**src/rtl/wdt2_pkg.sv**
```systemverilog
package wdt2_pkg;

   localparam int OFS_W = 12;

   localparam logic [OFS_W-1:0] OFS_START  = 12'h000;
   localparam logic [OFS_W-1:0] OFS_COUNT  = 12'h004;
   localparam logic [OFS_W-1:0] OFS_CTRL   = 12'h008;
   localparam logic [OFS_W-1:0] OFS_CLEAR  = 12'h00C;
   localparam logic [OFS_W-1:0] OFS_RAW    = 12'h010;
   localparam logic [OFS_W-1:0] OFS_MASKED = 12'h014;
   localparam logic [OFS_W-1:0] OFS_KEY    = 12'hC00;

   localparam int CTRL_W   = 2;
   localparam int CTRL_EN  = 0;
   localparam int CTRL_RST = 1;

   typedef enum logic [2:0] {
      REG_NONE,
      REG_START,
      REG_COUNT,
      REG_CTRL,
      REG_CLEAR,
      REG_RAW,
      REG_MASKED,
      REG_KEY
   } wdt2_reg_e;

   function automatic wdt2_reg_e wdt2_lookup(input logic [OFS_W-1:0] ofs);
      wdt2_reg_e r;
      unique case (ofs)
         OFS_START:  r = REG_START;
         OFS_COUNT:  r = REG_COUNT;
         OFS_CTRL:   r = REG_CTRL;
         OFS_CLEAR:  r = REG_CLEAR;
         OFS_RAW:    r = REG_RAW;
         OFS_MASKED: r = REG_MASKED;
         OFS_KEY:    r = REG_KEY;
         default:    r = REG_NONE;
      endcase
      return r;
   endfunction

endpackage

```
**src/rtl/wdt2_decode.sv**
```systemverilog
module wdt2_decode
   import wdt2_pkg::*;
#(
   parameter int ADDR_W = 12
) (
   input  logic              bus_sel,
   input  logic              bus_wr,
   input  logic [ADDR_W-1:0] bus_addr,
   input  logic              locked,
   output logic              wr_start,
   output logic              wr_ctrl,
   output logic              wr_clear,
   output logic              wr_key,
   output logic              rd_en,
   output wdt2_reg_e         reg_sel
);

   localparam int HI_W = ADDR_W - OFS_W;

   logic      hi_zero;
   logic      wr_open;

   generate
      if (HI_W > 0) begin : g_hi
         assign hi_zero = (bus_addr[ADDR_W-1:OFS_W] == '0);
      end else begin : g_nohi
         assign hi_zero = 1'b1;
      end
   endgenerate

   always_comb begin
      reg_sel = hi_zero ? wdt2_lookup(bus_addr[OFS_W-1:0]) : REG_NONE;
   end

   assign wr_open  = bus_sel && bus_wr && !locked;
   assign wr_start = wr_open && (reg_sel == REG_START);
   assign wr_ctrl  = wr_open && (reg_sel == REG_CTRL);
   assign wr_clear = wr_open && (reg_sel == REG_CLEAR);
   assign wr_key   = bus_sel && bus_wr && (reg_sel == REG_KEY);
   assign rd_en    = bus_sel && !bus_wr;

endmodule

```
**src/rtl/wdt2_config.sv**
```systemverilog
module wdt2_config
   import wdt2_pkg::*;
#(
   parameter int                DATA_W     = 32,
   parameter logic [DATA_W-1:0] UNLOCK_KEY = 32'h1ACCE551
) (
   input  logic              clk,
   input  logic              rst_n,
   input  logic              wr_start,
   input  logic              wr_ctrl,
   input  logic              wr_key,
   input  logic [DATA_W-1:0] wdata,
   input  logic              restore,
   output logic [DATA_W-1:0] start_q,
   output logic [CTRL_W-1:0] ctrl_q,
   output logic              locked_q
);

   always_ff @(posedge clk or negedge rst_n) begin
      if (!rst_n) begin
         start_q <= '1;
         ctrl_q  <= '0;
      end else if (restore) begin
         start_q <= '1;
         ctrl_q  <= '0;
      end else begin
         if (wr_start) start_q <= wdata;
         if (wr_ctrl)  ctrl_q  <= wdata[CTRL_W-1:0];
      end
   end

   always_ff @(posedge clk or negedge rst_n) begin
      if (!rst_n)      locked_q <= 1'b0;
      else if (wr_key) locked_q <= (wdata != UNLOCK_KEY);
   end

endmodule

```
**src/rtl/wdt2_core.sv**
```systemverilog
module wdt2_core
   import wdt2_pkg::*;
#(
   parameter int DATA_W = 32
) (
   input  logic              clk,
   input  logic              rst_n,
   input  logic [CTRL_W-1:0] ctrl_q,
   input  logic [DATA_W-1:0] start_q,
   input  logic              wr_start,
   input  logic              wr_ctrl,
   input  logic              wr_clear,
   input  logic [DATA_W-1:0] wdata,
   output logic [DATA_W-1:0] cnt_q,
   output logic              irq_q,
   output logic              fire_now,
   output logic              fire_q
);

   logic              en;
   logic              step;
   logic              at_zero;
   logic [DATA_W-1:0] cnt_d;
   logic              irq_d;

   assign en      = ctrl_q[CTRL_EN];
   assign step    = en && !(wr_start || wr_ctrl || wr_clear);
   assign at_zero = (cnt_q == '0);
   assign fire_now = step && at_zero && ctrl_q[CTRL_RST] && irq_q;

   always_comb begin
      cnt_d = cnt_q;
      if (fire_now)                           cnt_d = '1;
      else if (wr_start && en)                cnt_d = wdata;
      else if (wr_ctrl && !en && wdata[CTRL_EN]) cnt_d = start_q;
      else if (wr_clear && en)                cnt_d = start_q;
      else if (step)                          cnt_d = at_zero ? start_q : cnt_q - 1'b1;
   end

   always_comb begin
      irq_d = irq_q;
      if (fire_now || wr_clear)  irq_d = 1'b0;
      else if (step && at_zero)  irq_d = 1'b1;
   end

   always_ff @(posedge clk or negedge rst_n) begin
      if (!rst_n) begin
         cnt_q  <= '1;
         irq_q  <= 1'b0;
         fire_q <= 1'b0;
      end else begin
         cnt_q  <= cnt_d;
         irq_q  <= irq_d;
         fire_q <= fire_now;
      end
   end

endmodule

```
**src/rtl/wdt2_watchdog.sv**
```systemverilog
module wdt2_watchdog
   import wdt2_pkg::*;
#(
   parameter int                DATA_W     = 32,
   parameter int                ADDR_W     = 12,
   parameter bit                REG_READ   = 1'b0,
   parameter logic [DATA_W-1:0] UNLOCK_KEY = 32'h1ACCE551
) (
   input  logic              clk,
   input  logic              rst_n,
   input  logic              bus_sel,
   input  logic              bus_wr,
   input  logic [ADDR_W-1:0] bus_addr,
   input  logic [DATA_W-1:0] bus_wdata,
   output logic [DATA_W-1:0] bus_rdata,
   output logic              irq_o,
   output logic              wd_reset_o
);

   initial begin
      assert (DATA_W >= CTRL_W) else $fatal(1, "DATA_W too narrow for control");
      assert (ADDR_W >= OFS_W)  else $fatal(1, "ADDR_W cannot reach the key offset");
   end

   logic              wr_start, wr_ctrl, wr_clear, wr_key, rd_en;
   wdt2_reg_e         reg_sel;
   logic [DATA_W-1:0] start_q;
   logic [CTRL_W-1:0] ctrl_q;
   logic              locked_q;
   logic [DATA_W-1:0] cnt_q;
   logic              irq_q;
   logic              fire_now;
   logic              fire_q;
   logic              masked;
   logic [DATA_W-1:0] rd_mux;

   wdt2_decode #(.ADDR_W(ADDR_W)) u_decode (
      .bus_sel (bus_sel),
      .bus_wr  (bus_wr),
      .bus_addr(bus_addr),
      .locked  (locked_q),
      .wr_start(wr_start),
      .wr_ctrl (wr_ctrl),
      .wr_clear(wr_clear),
      .wr_key  (wr_key),
      .rd_en   (rd_en),
      .reg_sel (reg_sel)
   );

   wdt2_config #(.DATA_W(DATA_W), .UNLOCK_KEY(UNLOCK_KEY)) u_config (
      .clk     (clk),
      .rst_n   (rst_n),
      .wr_start(wr_start),
      .wr_ctrl (wr_ctrl),
      .wr_key  (wr_key),
      .wdata   (bus_wdata),
      .restore (fire_now),
      .start_q (start_q),
      .ctrl_q  (ctrl_q),
      .locked_q(locked_q)
   );

   wdt2_core #(.DATA_W(DATA_W)) u_core (
      .clk     (clk),
      .rst_n   (rst_n),
      .ctrl_q  (ctrl_q),
      .start_q (start_q),
      .wr_start(wr_start),
      .wr_ctrl (wr_ctrl),
      .wr_clear(wr_clear),
      .wdata   (bus_wdata),
      .cnt_q   (cnt_q),
      .irq_q   (irq_q),
      .fire_now(fire_now),
      .fire_q  (fire_q)
   );

   assign masked     = ctrl_q[CTRL_EN] & irq_q;
   assign irq_o      = masked;
   assign wd_reset_o = fire_q;

   always_comb begin
      unique case (reg_sel)
         REG_START:  rd_mux = start_q;
         REG_COUNT:  rd_mux = cnt_q;
         REG_CTRL:   rd_mux = DATA_W'(ctrl_q);
         REG_RAW:    rd_mux = DATA_W'(irq_q);
         REG_MASKED: rd_mux = DATA_W'(masked);
         REG_KEY:    rd_mux = DATA_W'(locked_q);
         default:    rd_mux = '0;
      endcase
   end

   generate
      if (REG_READ) begin : g_rd_reg
         logic [DATA_W-1:0] rd_q;
         always_ff @(posedge clk or negedge rst_n) begin
            if (!rst_n)     rd_q <= '0;
            else if (rd_en) rd_q <= rd_mux;
         end
         assign bus_rdata = rd_q;
      end else begin : g_rd_comb
         assign bus_rdata = rd_en ? rd_mux : '0;
      end
   endgenerate

endmodule

```
**config.mk**
```make
export PLATFORM = sky130hd
export DESIGN_NAME = wdt2_watchdog
export DESIGN_NICKNAME = d
export VERILOG_FILES = /design/src/rtl/wdt2_pkg.sv /design/src/rtl/wdt2_decode.sv /design/src/rtl/wdt2_config.sv /design/src/rtl/wdt2_core.sv /design/src/rtl/wdt2_watchdog.sv
export SDC_FILE = /design/constraint.sdc
export NUM_CORES = 1
export LEC_CHECK = 0
export BUFFER_PORTS_ARGS = -buffer_cell sky130_fd_sc_hd__buf_2
export CORE_MARGIN = 2
export CORE_UTILIZATION = 40
export CTS_CLUSTER_DIAMETER = 50
export DETAILED_ROUTE_END_ITERATION = 8
export PLACE_DENSITY = 0.67
export SLEW_MARGIN = 40
export SYNTH_ARGS = -nofsm -noshare
export SYNTH_HDL_FRONTEND = slang
export SYNTH_HIERARCHICAL = 1
export SYNTH_SLANG_ARGS = --single-unit
```
**constraint.sdc**
```tcl
create_clock -name clk -period 2.4 [get_ports clk]
set_input_delay 0.24 -clock clk [delete_from_list [all_inputs] [get_ports clk]]
set_output_delay 0.24 -clock clk [all_outputs]
set_load 0.02 [all_outputs]
```
==> impl_results.rst, run 1 <==
.. list-table::
   :header-rows: 1

   * - Metric
     - Value
   * - Count of warnings emitted by yosys
     - 6
   * - Xor/xnor share of the synthesized area
     - 3.762%
   * - Final number of max-transition violations
     - 0
   * - Reg clk slew, reported paths
     - 0.06 ns
   * - Peak clock frequency supported by timing
     - 420.7 MHz
   * - Count of state elements after synthesis
     - 69
   * - Residual overflow from global routing
     - 0
   * - Most instantiated library cell after synthesis
     - sky130_fd_sc_hd__nor2_1
   * - Worst endpoint data arrival time
     - 2.63 ns
   * - Vias
     - 5455
   * - Fill cell instance count of the final layout
     - 1198
   * - Layout area overhead
     - 33.43%
   * - Share of final-layout standard cells stronger than drive strength 1
     - 49.32%
   * - GRT Resource Usage Total
     - 23.73%
   * - Status
     - complete, no violations
   * - Launch point of the worst path
     - u_config/locked_q
   * - Total Die Area
     - 0.01433 sq mm
   * - Setup Viol. Count Final
     - 0
   * - P_leak
     - 3.021 nW
   * - First-pass GRT wire length
     - 27.17 mm
   * - Max stage delay cell, worst path
     - sky130_fd_sc_hd__dfrtp_1
   * - Critical-path cell list
     - nor3_2 -> nand4_1 -> nor4b_2 -> buf_4 -> nor4bb_4 -> buf_4 -> nor2_4 -> buf_6 -> o21ai_4 -> buf_12 -> buf_6 -> a221oi_1 -> a21oi_1
   * - Port-buffer cells
     - 81
   * - Mapped cell area
     - 0.005355 sq mm
   * - Critical path endpoint category
     - register
   * - Yosys top cell area share
     - 31.40%
   * - Power per cell area
     - 435.2 mW/mm^2
   * - Clock tree from TritonCTS
     - yes
   * - Switching power total
     - 0.8889 mW
   * - Count of distinct cell types in the synthesized netlist
     - 71
   * - Stage delay of the slowest cell on the critical path
     - 0.43 ns
   * - Max Cap Violations
     - 0
   * - Post-synth net total
     - 641
   * - Complex-gate fraction of the synthesized area
     - 26.03%
   * - Final HPWL DP
     - 11.97 mm
   * - Area used by sequential logic in the layout
     - 0.001807 sq mm
   * - Area used by multi-input combinational logic
     - 0.003461 sq mm
   * - Final weighted congestion in routability-driven placement
     - 0.9173
   * - R2R Path Start
     - u_config/locked_q
   * - Pre-CTS setup slack
     - -0.1217 ns
   * - Portion of total power attributed to combinational logic
     - 19.1%
   * - Floorplan Core Area
     - 0.01314 sq mm
   * - Starting Density
     - 40.76%
   * - Drc violations
     - 0
   * - Number of flops mapped to enable cells by yosys
     - 0
   * - Worst hold margin
     - 0.1527 ns
   * - Site Rows
     - 42
   * - Number of antenna violations at the first check in global routing
     - 0
   * - Number of buffers created by CTS
     - 9
   * - Clock tree skew after final layout
     - 0.008158 ns
   * - VDD IR max
     - 0.4084 mV
   * - DRT Pass-1 Iters
     - 5
   * - Register area share after synthesis
     - 33.74%
   * - Required time of the worst setup path
     - 2.65 ns
   * - Headroom to the max-slew limit
     - 68.43%
   * - Buf/Inv on CP
     - 5
   * - Worst-path fanout max
     - 7
   * - Min Clock Period, post-route
     - 2.377 ns
   * - Total length of routed wires
     - 18.13 mm
   * - Post-synthesis share of cell area spent on full adders, half adders and majority gates
     - 0.4673%
   * - Mean cell area of the mapped netlist
     - 9.061 sq um
   * - RSZ-0062 raised after global routing
     - true
   * - Beginning of the worst hold path
     - bus_wdata[20]
   * - Largest family of logic cells by synthesized area
     - simple AND/OR/NAND/NOR gates
   * - Clock share of power
     - 40.4%
   * - Antenna Violating Nets Remaining
     - 0
   * - Vias in the first global route
     - 5071
   * - # clock sinks
     - 69
   * - Simple-gate share of the synthesized area
     - 28.95%
   * - Post-route setup TNS
     - 0 ns
   * - Reg power frac
     - 40.6%
   * - Type of origin of the critical path
     - register
   * - Portion of the clock cycle consumed by the worst path in the final layout
     - 99.05%
   * - Chip Height
     - 119.7 um
   * - Internal power
     - 2.221 mW
   * - Slew at the pin closest to its max-slew limit
     - 0.4669 ns
   * - Cell count after synthesis
     - 591
   * - Startpoint-to-endpoint class of the critical path
     - register to register
   * - Most common flop cell mapped by yosys
     - sky130_fd_sc_hd__dfstp_2
   * - Proportion of synthesized flip-flops having asynchronous set or reset
     - 100.0%
   * - Number of diodes added for antenna fixing
     - 0
   * - Floorplan die width
     - 119.7 um
   * - Post-synthesis mux area share
     - 1.565%
   * - Largest net degree at the start of global routing
     - 39
   * - Family of cells with the greatest summed delay on the critical path
     - buffers and inverters
   * - Switching fraction of total power
     - 28.58%
   * - I/O pin count
     - 82
   * - Average wire length per cell after detail routing
     - 19.97 um
   * - Largest cells by area after synthesis
     - sky130_fd_sc_hd__dfstp_2 31%, sky130_fd_sc_hd__a22oi_2 7.0%, sky130_fd_sc_hd__a211o_1 6.4%
   * - Number of endpoints with negative hold slack in the final report
     - 0
   * - Clock insertion delay at the later pin of the skew report
     - 0.33 ns
   * - Clock tree buffer depth
     - 2
   * - List of most frequent post-synthesis cells
     - 69 x sky130_fd_sc_hd__nor2_1, 64 x sky130_fd_sc_hd__dfstp_2, 44 x sky130_fd_sc_hd__a21oi_1
   * - Largest area contributor in the netlist
     - sky130_fd_sc_hd__dfstp_2
   * - Final critical-path setup slack
     - 0.02279 ns
   * - Number of nets in the final layout
     - 777
   * - Root buffer cell
     - sky130_fd_sc_hd__clkbuf_16
   * - Path type of the worst min-delay path
     - primary input to register
   * - H-tree depth
     - 3
   * - Detailed Route Iter0 Violations
     - 483
   * - Post-detailed-route via-to-cell ratio
     - 6.008
[layout make-up]
| cell class | count | share of cell area (%) |
|---|---|---|
| repair buffers | 166 | 18.93 |
| flip-flops and latches | 69 | 25.28 |
| clock inverters | 4 | 0.3152 |
| clock buffers | 12 | 3.590 |
| well taps | 176 | 3.082 |
| inverters | 7 | 0.3677 |
| multi-input cells | 474 | 48.43 |
[cell usage in the layout, fill, tap and decap left out, types with 4 or more instances in the layout]
cell type                   synthesis  final
sky130_fd_sc_hd__buf_2             13     68
sky130_fd_sc_hd__dfstp_2           64     64
sky130_fd_sc_hd__nor2_1            69     63
sky130_fd_sc_hd__buf_4              4     62
sky130_fd_sc_hd__nand2_1           42     41
sky130_fd_sc_hd__a211o_1           39     39
sky130_fd_sc_hd__a21oi_1           44     38
sky130_fd_sc_hd__nor2_2            31     33
sky130_fd_sc_hd__nor2b_1           33     33
sky130_fd_sc_hd__a22oi_2           30     30
sky130_fd_sc_hd__buf_6              7     21
sky130_fd_sc_hd__nor3_1            14     13
sky130_fd_sc_hd__clkbuf_16          0     12
sky130_fd_sc_hd__xnor2_1           12     12
sky130_fd_sc_hd__xor2_1            11     11
sky130_fd_sc_hd__o22ai_1           11     11
sky130_fd_sc_hd__a31oi_1            9      9
sky130_fd_sc_hd__o21ai_0           11      8
sky130_fd_sc_hd__inv_1              7      7
sky130_fd_sc_hd__buf_12             0      7
sky130_fd_sc_hd__nor4_1             8      7
sky130_fd_sc_hd__nand3_1            7      7
sky130_fd_sc_hd__nand4_1            6      6
sky130_fd_sc_hd__mux2i_1            5      5
sky130_fd_sc_hd__nor3b_1            5      5
sky130_fd_sc_hd__dfrtp_1            5      5
sky130_fd_sc_hd__o21ai_1            3      5
sky130_fd_sc_hd__a21oi_2            0      5
sky130_fd_sc_hd__and4_1             4      4
sky130_fd_sc_hd__nor4bb_1           5      4
sky130_fd_sc_hd__nor4_2             3      4
sky130_fd_sc_hd__nor2_4             0      4
sky130_fd_sc_hd__or2_2              5      4
sky130_fd_sc_hd__o211ai_1           4      4
[through the flow]
| step | cell area, sq um | utilization [%] | power [mW] | instances |
|---|---|---|---|---|
| floorplan | 5364 | - | 1.591 | 591 |
| global route | 7146 | 54.39 | 3.216 | 908 |
| global placement | 6301 | 47.96 | 1.796 | 871 |
| finish | 7146 | 54.39 | 3.110 | 908 |
| detailed placement | 6301 | 47.96 | 1.811 | 871 |
| CTS | 6744 | 51.33 | 3.082 | 897 |
[registers in the layout, indices dropped and copies added, names as in the netlist]
register           count
u_config/start_q      32
u_config/locked_q      1
u_core/fire_q          1
u_core/cnt_q          32
u_core/irq_q           1
u_config/ctrl_q        2
[final timing paths]
| check | endpoint | slack [ns] | cells after the start |
|---|---|---|---|
| min in group asynchronous | u_config/locked_q | 0.36 | 2 |
| max in group asynchronous | u_core/cnt_q[25] | 1.23 | 3 |
| min reg2reg | u_core/cnt_q[7] | 0.49 | 2 |
| max reg2reg | u_core/cnt_q[7] | 0.02 | 13 |
| min | u_config/start_q[20] | 0.15 | 2 |
| max | u_core/cnt_q[7] | 0.02 | 13 |
[logic make-up after synthesis]
group | after synthesis
buffers and inverters | 48
DFF | 69
and+or+nand+nor | 265
AOI/OAI and AO/OA | 176
muxes | 8
xor gates and xnor gates | 23
adders and majority gates | 2
[layer usage]
metal	track usage, %	part of all wire, %	up-vias
li1	-	-	2450
met1	32.64	42	2642
met2	37.82	47	313
met3	4.040	8.5	50
met4	8.088	2.8	0
met5	0	0	-
[timing repair]
item | CTS | global route
hold buffers | 1 | 0
buffers inserted | 7 | 10
gates cloned | 2 | 4
pin swaps | 7 | 27
setup endpoints to repair | 48 | 65
hold endpoints to repair | 5 | 0
gates resized for setup | 11 | 69
[power groups by stage]
stage / clock network, mW / registers [mW] / logic [mW]
after floorplan: 0 / 1.27 / 0.326
after global placement: 0 / 1.27 / 0.521
after detailed placement: 0 / 1.28 / 0.535
after CTS: 1.28 / 1.26 / 0.547
after global routing: 1.32 / 1.27 / 0.633
final: 1.26 / 1.26 / 0.593
Note: power is estimated with default switching activity, not from simulation.
==> run 2, diff against run 1 <==
Settings changed: ABC_AREA from default to 1, PLACE_DENSITY 0.67 to 0.66, TNS_END_PERCENT from default to 100.
==> run 2 against run 1 <==
  * Total power shrank 13%
  * First-iteration DRC count decreased by 29%
  * Synthesized cell count grew 63%
  * Non-clock buffer count fell by 65
  * Combinational power down 66%
  * Via count is 11% higher
  * Fmax is 8.3% higher
  * Final area shrank 5.0%
  * Flip-flop and latch count did not move
  * Clock skew is 0.0033 ns lower
  * Sequential power decreased by 6%
  * Critical endpoint is now bus_rdata[27]
  * Largest cell class unchanged
  * Largest power group is now clock
==> impl_results.rst, run 2 <==
.. list-table::
   :header-rows: 1

   * - Metric
     - Value
   * - Final HPWL DP
     - 12.36 mm (was 11.97 mm)
   * - Non-filler cells, final
     - 1229 (was 908)
   * - Number of nets in the final layout
     - 1090 (was 777)
   * - Register area share after synthesis
     - 30.70% (was 33.74%)
   * - Largest area contributor in the netlist
     - sky130_fd_sc_hd__dfstp_2 (unchanged)
   * - Type of origin of the critical path
     - primary input (was register)
   * - Most frequent standard cell in the layout excluding fill and tap cells
     - sky130_fd_sc_hd__nand2_1 (was sky130_fd_sc_hd__buf_2)
   * - Clock tree from TritonCTS
     - yes (unchanged)
   * - Drc violations
     - 0 (unchanged)
   * - Mapped cell area
     - 0.005884 sq mm (was 0.005355 sq mm)
   * - First-pass GRT wire length
     - 28.01 mm (was 27.17 mm)
   * - Starting Density
     - 40.64% (was 40.76%)
   * - Port-buffer cells
     - 81 (unchanged)
   * - # clock sinks
     - 69 (unchanged)
   * - Mean cell area of the mapped netlist
     - 6.092 sq um (was 9.061 sq um)
   * - P_leak
     - 3.931 nW (was 3.021 nW)
   * - Site Rows
     - 44 (was 42)
   * - Count of distinct cell types in the synthesized netlist
     - 34 (was 71)
   * - Post-route setup TNS
     - 0 ns (unchanged)
   * - Count of warnings emitted by yosys
     - 6 (unchanged)
   * - Min Clock Period, post-route
     - 2.195 ns (was 2.377 ns)
   * - Worst endpoint data arrival time
     - 1.96 ns (was 2.63 ns)
   * - Final number of max-transition violations
     - 0 (unchanged)
   * - Power per cell area
     - 400.3 mW/mm^2 (was 435.2 mW/mm^2)
   * - PnR Total Power
     - 2.718 mW (was 3.110 mW)
   * - Root buffer cell
     - sky130_fd_sc_hd__clkbuf_16 (unchanged)
   * - I/O pin count
     - 82 (unchanged)
   * - Final weighted congestion in routability-driven placement
     - 0.9244 (was 0.9173)
   * - Status
     - complete, no violations (unchanged)
   * - Number of antenna violations at the first check in global routing
     - 0 (unchanged)
   * - Chip Height
     - 125.3 um (was 119.7 um)
   * - Startpoint-to-endpoint class of the critical path
     - primary input to primary output (was register to register)
   * - Largest cells by area after synthesis
     - sky130_fd_sc_hd__dfstp_2 29%, sky130_fd_sc_hd__nand2_1 17%, sky130_fd_sc_hd__nor2_1 11% (was sky130_fd_sc_hd__dfstp_2 31%, sky130_fd_sc_hd__a22oi_2 7.0%, sky130_fd_sc_hd__a211o_1 6.4%)
   * - Critical path endpoint category
     - primary output (was register)
   * - Number of flops mapped to enable cells by yosys
     - 0 (unchanged)
   * - Number of buffers created by CTS
     - 9 (unchanged)
   * - Clock tree buffer depth
     - 2 (unchanged)
   * - Setup Viol. Count Final
     - 0 (unchanged)
   * - Peak clock frequency supported by timing
     - 455.6 MHz (was 420.7 MHz)
   * - Cell count after synthesis
     - 966 (was 591)
   * - Total Die Area
     - 0.01570 sq mm (was 0.01433 sq mm)
   * - Largest net degree at the start of global routing
     - 59 (was 39)
   * - Average wire length per cell after detail routing
     - 13.35 um (was 19.97 um)
   * - Floorplan Core Area
     - 0.01448 sq mm (was 0.01314 sq mm)
   * - Fraction of the core area covered by cells at the end of the flow
     - 46.90% (was 54.39%)
   * - Share of final-layout standard cells stronger than drive strength 1
     - 22.87% (was 49.32%)
   * - VDD IR max
     - 0.3497 mV (was 0.4084 mV)
   * - Number of diodes added for antenna fixing
     - 0 (unchanged)
   * - Required time of the worst setup path
     - 2.16 ns (was 2.65 ns)
   * - Max Cap Violations
     - 0 (unchanged)
   * - RSZ-0062 raised after global routing
     - false (was true)
   * - Count of state elements after synthesis
     - 69 (unchanged)
   * - Antenna Violating Nets Remaining
     - 0 (unchanged)
   * - Most instantiated library cell after synthesis
     - sky130_fd_sc_hd__nand2_1 (was sky130_fd_sc_hd__nor2_1)
   * - Slew at the pin closest to its max-slew limit
     - 0.8457 ns (was 0.4669 ns)
   * - Headroom to the max-slew limit
     - 43.47% (was 68.43%)
   * - Most common flop cell mapped by yosys
     - sky130_fd_sc_hd__dfstp_2 (unchanged)
   * - H-tree depth
     - 3 (unchanged)
   * - Proportion of synthesized flip-flops having asynchronous set or reset
     - 100.0% (unchanged)
   * - GRT Resource Usage Total
     - 21.54% (was 23.73%)
   * - Residual overflow from global routing
     - 0 (unchanged)
   * - Reg clk slew, reported paths
     - 0.05 ns (was 0.06 ns)
   * - Path type of the worst min-delay path
     - primary input to register (unchanged)
   * - Total length of routed wires
     - 16.41 mm (was 18.13 mm)
   * - Pre-CTS setup slack
     - 0.1271 ns (was -0.1217 ns)
   * - Commonest cells after routing, fill and taps aside
     - 273 x sky130_fd_sc_hd__nand2_1, 174 x sky130_fd_sc_hd__nor2_1, 149 x sky130_fd_sc_hd__inv_1 (was 68 x sky130_fd_sc_hd__buf_2, 64 x sky130_fd_sc_hd__dfstp_2, 63 x sky130_fd_sc_hd__nor2_1)
   * - Number of cells in the design after placement
     - 1212 (was 871)
   * - Post-detailed-route via-to-cell ratio
     - 4.915 (was 6.008)
   * - Vias in the first global route
     - 5915 (was 5071)
   * - List of most frequent post-synthesis cells
     - 274 x sky130_fd_sc_hd__nand2_1, 175 x sky130_fd_sc_hd__nor2_1, 149 x sky130_fd_sc_hd__inv_1 (was 69 x sky130_fd_sc_hd__nor2_1, 64 x sky130_fd_sc_hd__dfstp_2, 44 x sky130_fd_sc_hd__a21oi_1)
   * - DRT Pass-1 Iters
     - 5 (unchanged)
   * - Layout area overhead
     - 15.39% (was 33.43%)
   * - Clock insertion delay at the later pin of the skew report
     - 0.34 ns (was 0.33 ns)
   * - Final critical-path setup slack
     - 0.2049 ns (was 0.02279 ns)
   * - Clock tree skew after final layout
     - 0.004856 ns (was 0.008158 ns)
   * - Vias
     - 6040 (was 5455)
   * - Worst-path fanout max
     - 30 (was 7)
   * - Post-synth net total
     - 1016 (was 641)
   * - Yosys top cell area share
     - 28.58% (was 31.40%)
   * - Number of endpoints with negative hold slack in the final report
     - 0 (unchanged)
   * - Detailed Route Iter0 Violations
     - 341 (was 483)
   * - Floorplan die width
     - 125.3 um (was 119.7 um)
   * - Largest registers
     - u_config/start_q (32), u_core/cnt_q (32), u_config/ctrl_q (2) (unchanged)
   * - Portion of the clock cycle consumed by the worst path in the final layout
     - 91.46% (was 99.05%)
==> run 2: cell types whose count changed after synthesis, sizes merged, moves of 11 or more <==
cell   previous run  this run
a211o            40         0
a21oi            44        88
a22oi            30         0
inv               7       155
nand2            44       285
nand3             7        56
nor2            100       196
nor2b            33         0
nor4             14         0
o21ai            15        40
o22ai            11         0
==> run 2: worst max-delay path, cell delays in order <==
cell                      delay, ns
sky130_fd_sc_hd__buf_2         0.10
sky130_fd_sc_hd__nor2_2        0.11
sky130_fd_sc_hd__nand2_1       0.10
sky130_fd_sc_hd__nor2_2        0.13
sky130_fd_sc_hd__nand2_1       0.11
sky130_fd_sc_hd__nand3_2       0.19
sky130_fd_sc_hd__inv_2         0.10
sky130_fd_sc_hd__nor3_4        0.15
sky130_fd_sc_hd__buf_12        0.22
sky130_fd_sc_hd__nand2_1       0.07
sky130_fd_sc_hd__a21oi_1       0.22
sky130_fd_sc_hd__buf_2         0.21
==> run 2: layout make-up <==
class	instances	area, sq um
flip-flops and latches	69	1807
inverters	155	581.8
repair buffers	101	645.6
clock inverters	5	50.05
fillers	1557	7689
clock buffers	11	242.7
multi-input cells	704	3233
well taps	184	230.2
==> run 2: layer usage <==
| layer | GRT usage, % | part of all wire [%] | vias up |
|---|---|---|---|
| met1 | 29.40 | 49 | 2784 |
| met2 | 34.91 | 46 | 132 |
| met5 | 0 | 0 | - |
| met4 | 6.797 | 1.8 | 0 |
| li1 | - | - | 3101 |
| met3 | 3.723 | 3.8 | 23 |
==> run 2: timing repair <==
item | CTS | global route
setup buffers | 0 | 0
hold buffers | 1 | 0
hold endpoints to repair | 5 | 0
gates resized for setup | 0 | 0
==> run 2: logic make-up after synthesis <==
group	synth area share, %
adders and majority gates	0.4252
DFF	30.70
and+or+nand+nor	39.85
xor gates and xnor gates	2.084
buffers and inverters	14.52
AOI/OAI and AO/OA	12.42
==> run 2: path summary, 6_finish.rpt <==
| kind | startpoint | endpoint | slack [ns] | depth (start not counted) |
|---|---|---|---|---|
| worst max-delay path | bus_addr[7] | bus_rdata[27] | 0.20 | 12 |
| worst min-delay path | bus_wdata[18] | u_config/start_q[18] | 0.15 | 3 |
| worst max register to register | u_core/cnt_q[4] | u_core/cnt_q[17] | 0.30 | 9 |
| worst min register to register | u_config/start_q[15] | u_config/start_q[15] | 0.47 | 2 |
| max in group asynchronous | rst_n | u_core/cnt_q[3] | 1.22 | 3 |
| min in group asynchronous | rst_n | u_core/fire_q | 0.47 | 2 |
==> run 2: metrics by stage <==
| stage | hold slack [ns] | area, sq um |
|---|---|---|
| 2_1_floorplan | -0.05559 | 5884 |
| 6_report | 0.1466 | 6790 |
| 3_5_place_dp | 0.2766 | 6487 |
| 4_1_cts | 0.1428 | 6790 |
| 5_1_grt | 0.1750 | 6790 |
| 3_3_place_gp | 0.2634 | 6487 |
==> run 2: power by group <==
part / total [mW] / internal [mW] / switching (mW) / leakage, nW
logic: 0.201 / 0.0727 / 0.128 / 3.05
registers: 1.19 / 1.19 / 0.00818 / 0.733
clock network: 1.32 / 0.825 / 0.498 / 0.149
total: 2.72 / 2.08 / 0.635 / 3.93
==> run 3, diff against run 2 <==
Settings changed: CTS_BUF_LIST from default to sky130_fd_sc_hd__clkbuf_4 sky130_fd_sc_hd__clkbuf_8 sky130_fd_sc_hd__clkbuf_16.
Clock period 2.4 ns to 1.9 ns, I/O delays scaled along.
==> run 3 against run 2 <==
  * The flow now finishes with violations (negative setup slack)
  * Register-to-register slack worse by 0.36 ns
  * Worst hold slack worse by 0.041 ns
  * Cell count up 5.0%
  * Critical path depth grew 4
  * Critical endpoint is now bus_rdata[31]
  * Highest routed layer unchanged
==> impl_results.rst, run 3 (same netlist as run 2, synthesis figures left out) <==
.. list-table::
   :header-rows: 1

   * - Metric
     - Value
   * - # clock sinks
     - 69 (unchanged)
   * - Met2 Wirelength
     - 9.779 mm (was 7.480 mm)
   * - Number of diodes added for antenna fixing
     - 0 (unchanged)
   * - Reg clk slew, reported paths
     - 0.06 ns (was 0.05 ns)
   * - Post-detailed-route via-to-cell ratio
     - 5.104 (was 4.915)
   * - Most frequent standard cell in the layout excluding fill and tap cells
     - sky130_fd_sc_hd__nand2_1 (unchanged)
   * - Antenna Violating Nets Remaining
     - 0 (unchanged)
   * - Worst endpoint data arrival time
     - 1.83 ns (was 1.96 ns)
   * - Clock tree buffer depth
     - 2 (unchanged)
   * - Clock tree from TritonCTS
     - yes (unchanged)
   * - RSZ-0062 raised after global routing
     - true (was false)
   * - Site Rows
     - 44 (unchanged)
   * - Post-route setup TNS
     - -4.545 ns (was 0 ns)
   * - Min Clock Period, post-route
     - 2.017 ns
   * - Max stage delay cell, worst path
     - sky130_fd_sc_hd__nor3_4 (was sky130_fd_sc_hd__buf_12)
   * - Share of final-layout standard cells stronger than drive strength 1
     - 38.93% (was 22.87%)
   * - Type of origin of the critical path
     - primary input (unchanged)
   * - Number of buffers created by CTS
     - 9 (unchanged)
   * - Violated checks
     - negative setup slack
   * - Total Die Area
     - 0.01570 sq mm (unchanged)
   * - Setup Viol. Count Final
     - 87 (was 0)
   * - Startpoint-to-endpoint class of the critical path
     - primary input to primary output (unchanged)
   * - Detailed Route Iter0 Violations
     - 470 (was 341)
   * - Max Cap Violations
     - 0 (unchanged)
   * - Average wire length per cell after detail routing
     - 15.60 um (was 13.35 um)
   * - Top routing layer in use
     - met4 (unchanged)
   * - Final critical-path setup slack
     - -0.1173 ns (was 0.2049 ns)
   * - Flop-to-flop setup slack
     - -0.06 ns (was 0.30 ns)
   * - Met3 layer wire length in the routed design
     - 1.203 mm (was 621 um)
   * - First-pass GRT wire length
     - 31.70 mm (was 28.01 mm)
   * - VDD IR max
     - 0.4006 mV (was 0.3497 mV)
   * - Slew at the pin closest to its max-slew limit
     - 0.6204 ns (was 0.8457 ns)
   * - Peak clock frequency supported by timing
     - 495.7 MHz
   * - Total routed wire length on the met1 layer
     - 8.679 mm (was 8.008 mm)
   * - Clock insertion delay at the later pin of the skew report
     - 0.34 ns (about the same)
   * - Status
     - finished, violations left (was complete, no violations)
   * - Number of endpoints with negative hold slack in the final report
     - 0 (unchanged)
   * - Commonest cells after routing, fill and taps aside
     - 209 x sky130_fd_sc_hd__nand2_1, 158 x sky130_fd_sc_hd__nor2_1, 144 x sky130_fd_sc_hd__inv_1 (was 273 x sky130_fd_sc_hd__nand2_1, 174 x sky130_fd_sc_hd__nor2_1, 149 x sky130_fd_sc_hd__inv_1)
   * - Number of antenna violations at the first check in global routing
     - 0 (unchanged)
   * - Residual overflow from global routing
     - 0 (unchanged)
   * - PnR Total Power
     - 3.422 mW (was 2.718 mW)
   * - DRT Pass-1 Iters
     - 6 (was 5)
   * - Final HPWL DP
     - 13.05 mm (was 12.36 mm)
   * - Required time of the worst setup path
     - 1.71 ns (was 2.16 ns)
   * - Number of nets in the final layout
     - 1153 (was 1090)
   * - GRT Resource Usage Total
     - 25.07% (was 21.54%)
   * - Root buffer cell
     - sky130_fd_sc_hd__clkbuf_16 (unchanged)
   * - Cell repeated most along the worst path
     - sky130_fd_sc_hd__buf_6 (was sky130_fd_sc_hd__nand2_1)
   * - Total length of routed wires
     - 20.14 mm (was 16.41 mm)
   * - Largest net degree at the start of global routing
     - 33 (was 59)
   * - Vias
     - 6589 (was 6040)
   * - Clock tree skew after final layout
     - 0.006959 ns (was 0.004856 ns)
   * - I/O pin count
     - 82 (unchanged)
   * - Drc violations
     - 0 (unchanged)
   * - Stage delay of the slowest cell on the critical path
     - 0.17 ns (was 0.22 ns)
   * - Power per cell area
     - 412.5 mW/mm^2 (was 400.3 mW/mm^2)
   * - Port-buffer cells
     - 81 (unchanged)
   * - Starting Density
     - 40.64% (unchanged)
   * - Worst-path fanout max
     - 7 (was 30)
   * - Floorplan die width
     - 125.3 um (unchanged)
   * - Vias in the first global route
     - 6399 (was 5915)
   * - Family of cells with the greatest summed delay on the critical path
     - buffers and inverters (was simple AND/OR/NAND/NOR gates)
   * - Layout area overhead
     - 40.97% (was 15.39%)
   * - Buf/Inv on CP
     - 8 (was 4)
   * - Final weighted congestion in routability-driven placement
     - 0.9357 (was 0.9244)
   * - Portion of the clock cycle consumed by the worst path in the final layout
     - 106.2%
   * - Floorplan Core Area
     - 0.01448 sq mm (unchanged)
   * - P_leak
     - 4.762 nW (was 3.931 nW)
   * - Chip Height
     - 125.3 um (unchanged)
   * - Critical-path cell list
     - buf_8 -> nand2_2 -> inv_2 -> nand2_2 -> nor2_4 -> nand2_2 -> buf_6 -> nand3_4 -> buf_6 -> nor3_4 -> buf_6 -> buf_6 -> buf_16 -> nand2_2 -> a21oi_2 -> buf_6 (was buf_2 -> nor2_2 -> nand2_1 -> nor2_2 -> nand2_1 -> nand3_2 -> inv_2 -> nor3_4 -> buf_12 -> nand2_1 -> a21oi_1 -> buf_2)
   * - Final number of max-transition violations
     - 0 (unchanged)
   * - Largest registers
     - u_config/start_q (32), u_core/cnt_q (32), u_config/ctrl_q (2) (unchanged)
   * - H-tree depth
     - 3 (unchanged)
   * - Path type of the worst min-delay path
     - primary input to register (unchanged)
   * - Critical path endpoint category
     - primary output (unchanged)
   * - Headroom to the max-slew limit
     - 58.64% (was 43.47%)
==> run 3: stage by stage <==
| step | instances | utilization [%] | hold slack [ns] | instance area (sq um) | setup slack, ns |
|---|---|---|---|---|---|
| finish | 1291 | 57.29 | 0.1052 | 8295 | -0.1173 |
| global route | 1291 | 57.29 | 0.1105 | 8295 | -0.2516 |
| CTS | 1285 | 53.66 | 0.09666 | 7769 | -0.1190 |
| detailed placement | 1252 | 47.36 | 0.2317 | 6858 | -0.2486 |
| global placement | 1252 | 47.36 | 0.2198 | 6858 | -0.2216 |
| floorplan | 966 | - | -0.1056 | 5912 | 0.001076 |
==> run 3: worst paths after layout <==
path                                           start                   end  depth (start not counted)
worst min register to register  u_config/start_q[25]  u_config/start_q[25]                          2
worst max-delay path                    bus_addr[11]         bus_rdata[31]                         16
min in group asynchronous                      rst_n     u_config/locked_q                          2
worst min-delay path                   bus_wdata[18]  u_config/start_q[18]                          3
max in group asynchronous                      rst_n      u_core/cnt_q[15]                          3
worst max register to register       u_core/cnt_q[0]       u_core/cnt_q[2]                         11
==> run 3: layout make-up <==
cell class              instances  area [sq um]
clock buffers                  13         261.5
clock inverters                 2         10.01
fillers                      1392          6183
inverters                     155         599.3
multi-input cells             704          3836
flip-flops and latches         69          1807
well taps                     184         230.2
repair buffers                164          1551
==> run 3: report_power, final <==
part           internal (mW)  leakage [nW]  switching, mW
Combinational          0.122          3.89          0.196
Clock                  0.952         0.140          0.642
Sequential              1.50         0.733         0.0124
==> run 3: worst min-delay path, cell delays in order <==
cell                      delay, ns
sky130_fd_sc_hd__buf_2         0.11
sky130_fd_sc_hd__a21oi_2       0.05
sky130_fd_sc_hd__o21ai_1       0.06
==> run 3: per-layer routing <==
| metal | up-vias | GRT usage [%] |
|---|---|---|
| li1 | 3224 | - |
| met5 | - | 0 |
| met1 | 3095 | 32.09 |
| met2 | 231 | 41.30 |
| met3 | 39 | 6.076 |
| met4 | 0 | 9.085 |
==> run 3: repair_timing <==
action	in CTS	in global routing
pin swaps	23	49
hold buffers	1	0
gates cloned	5	6
buffers inserted	13	3
endpoints found under the setup margin	39	100
endpoints found under the hold margin	5	0
gates resized for setup	108	156
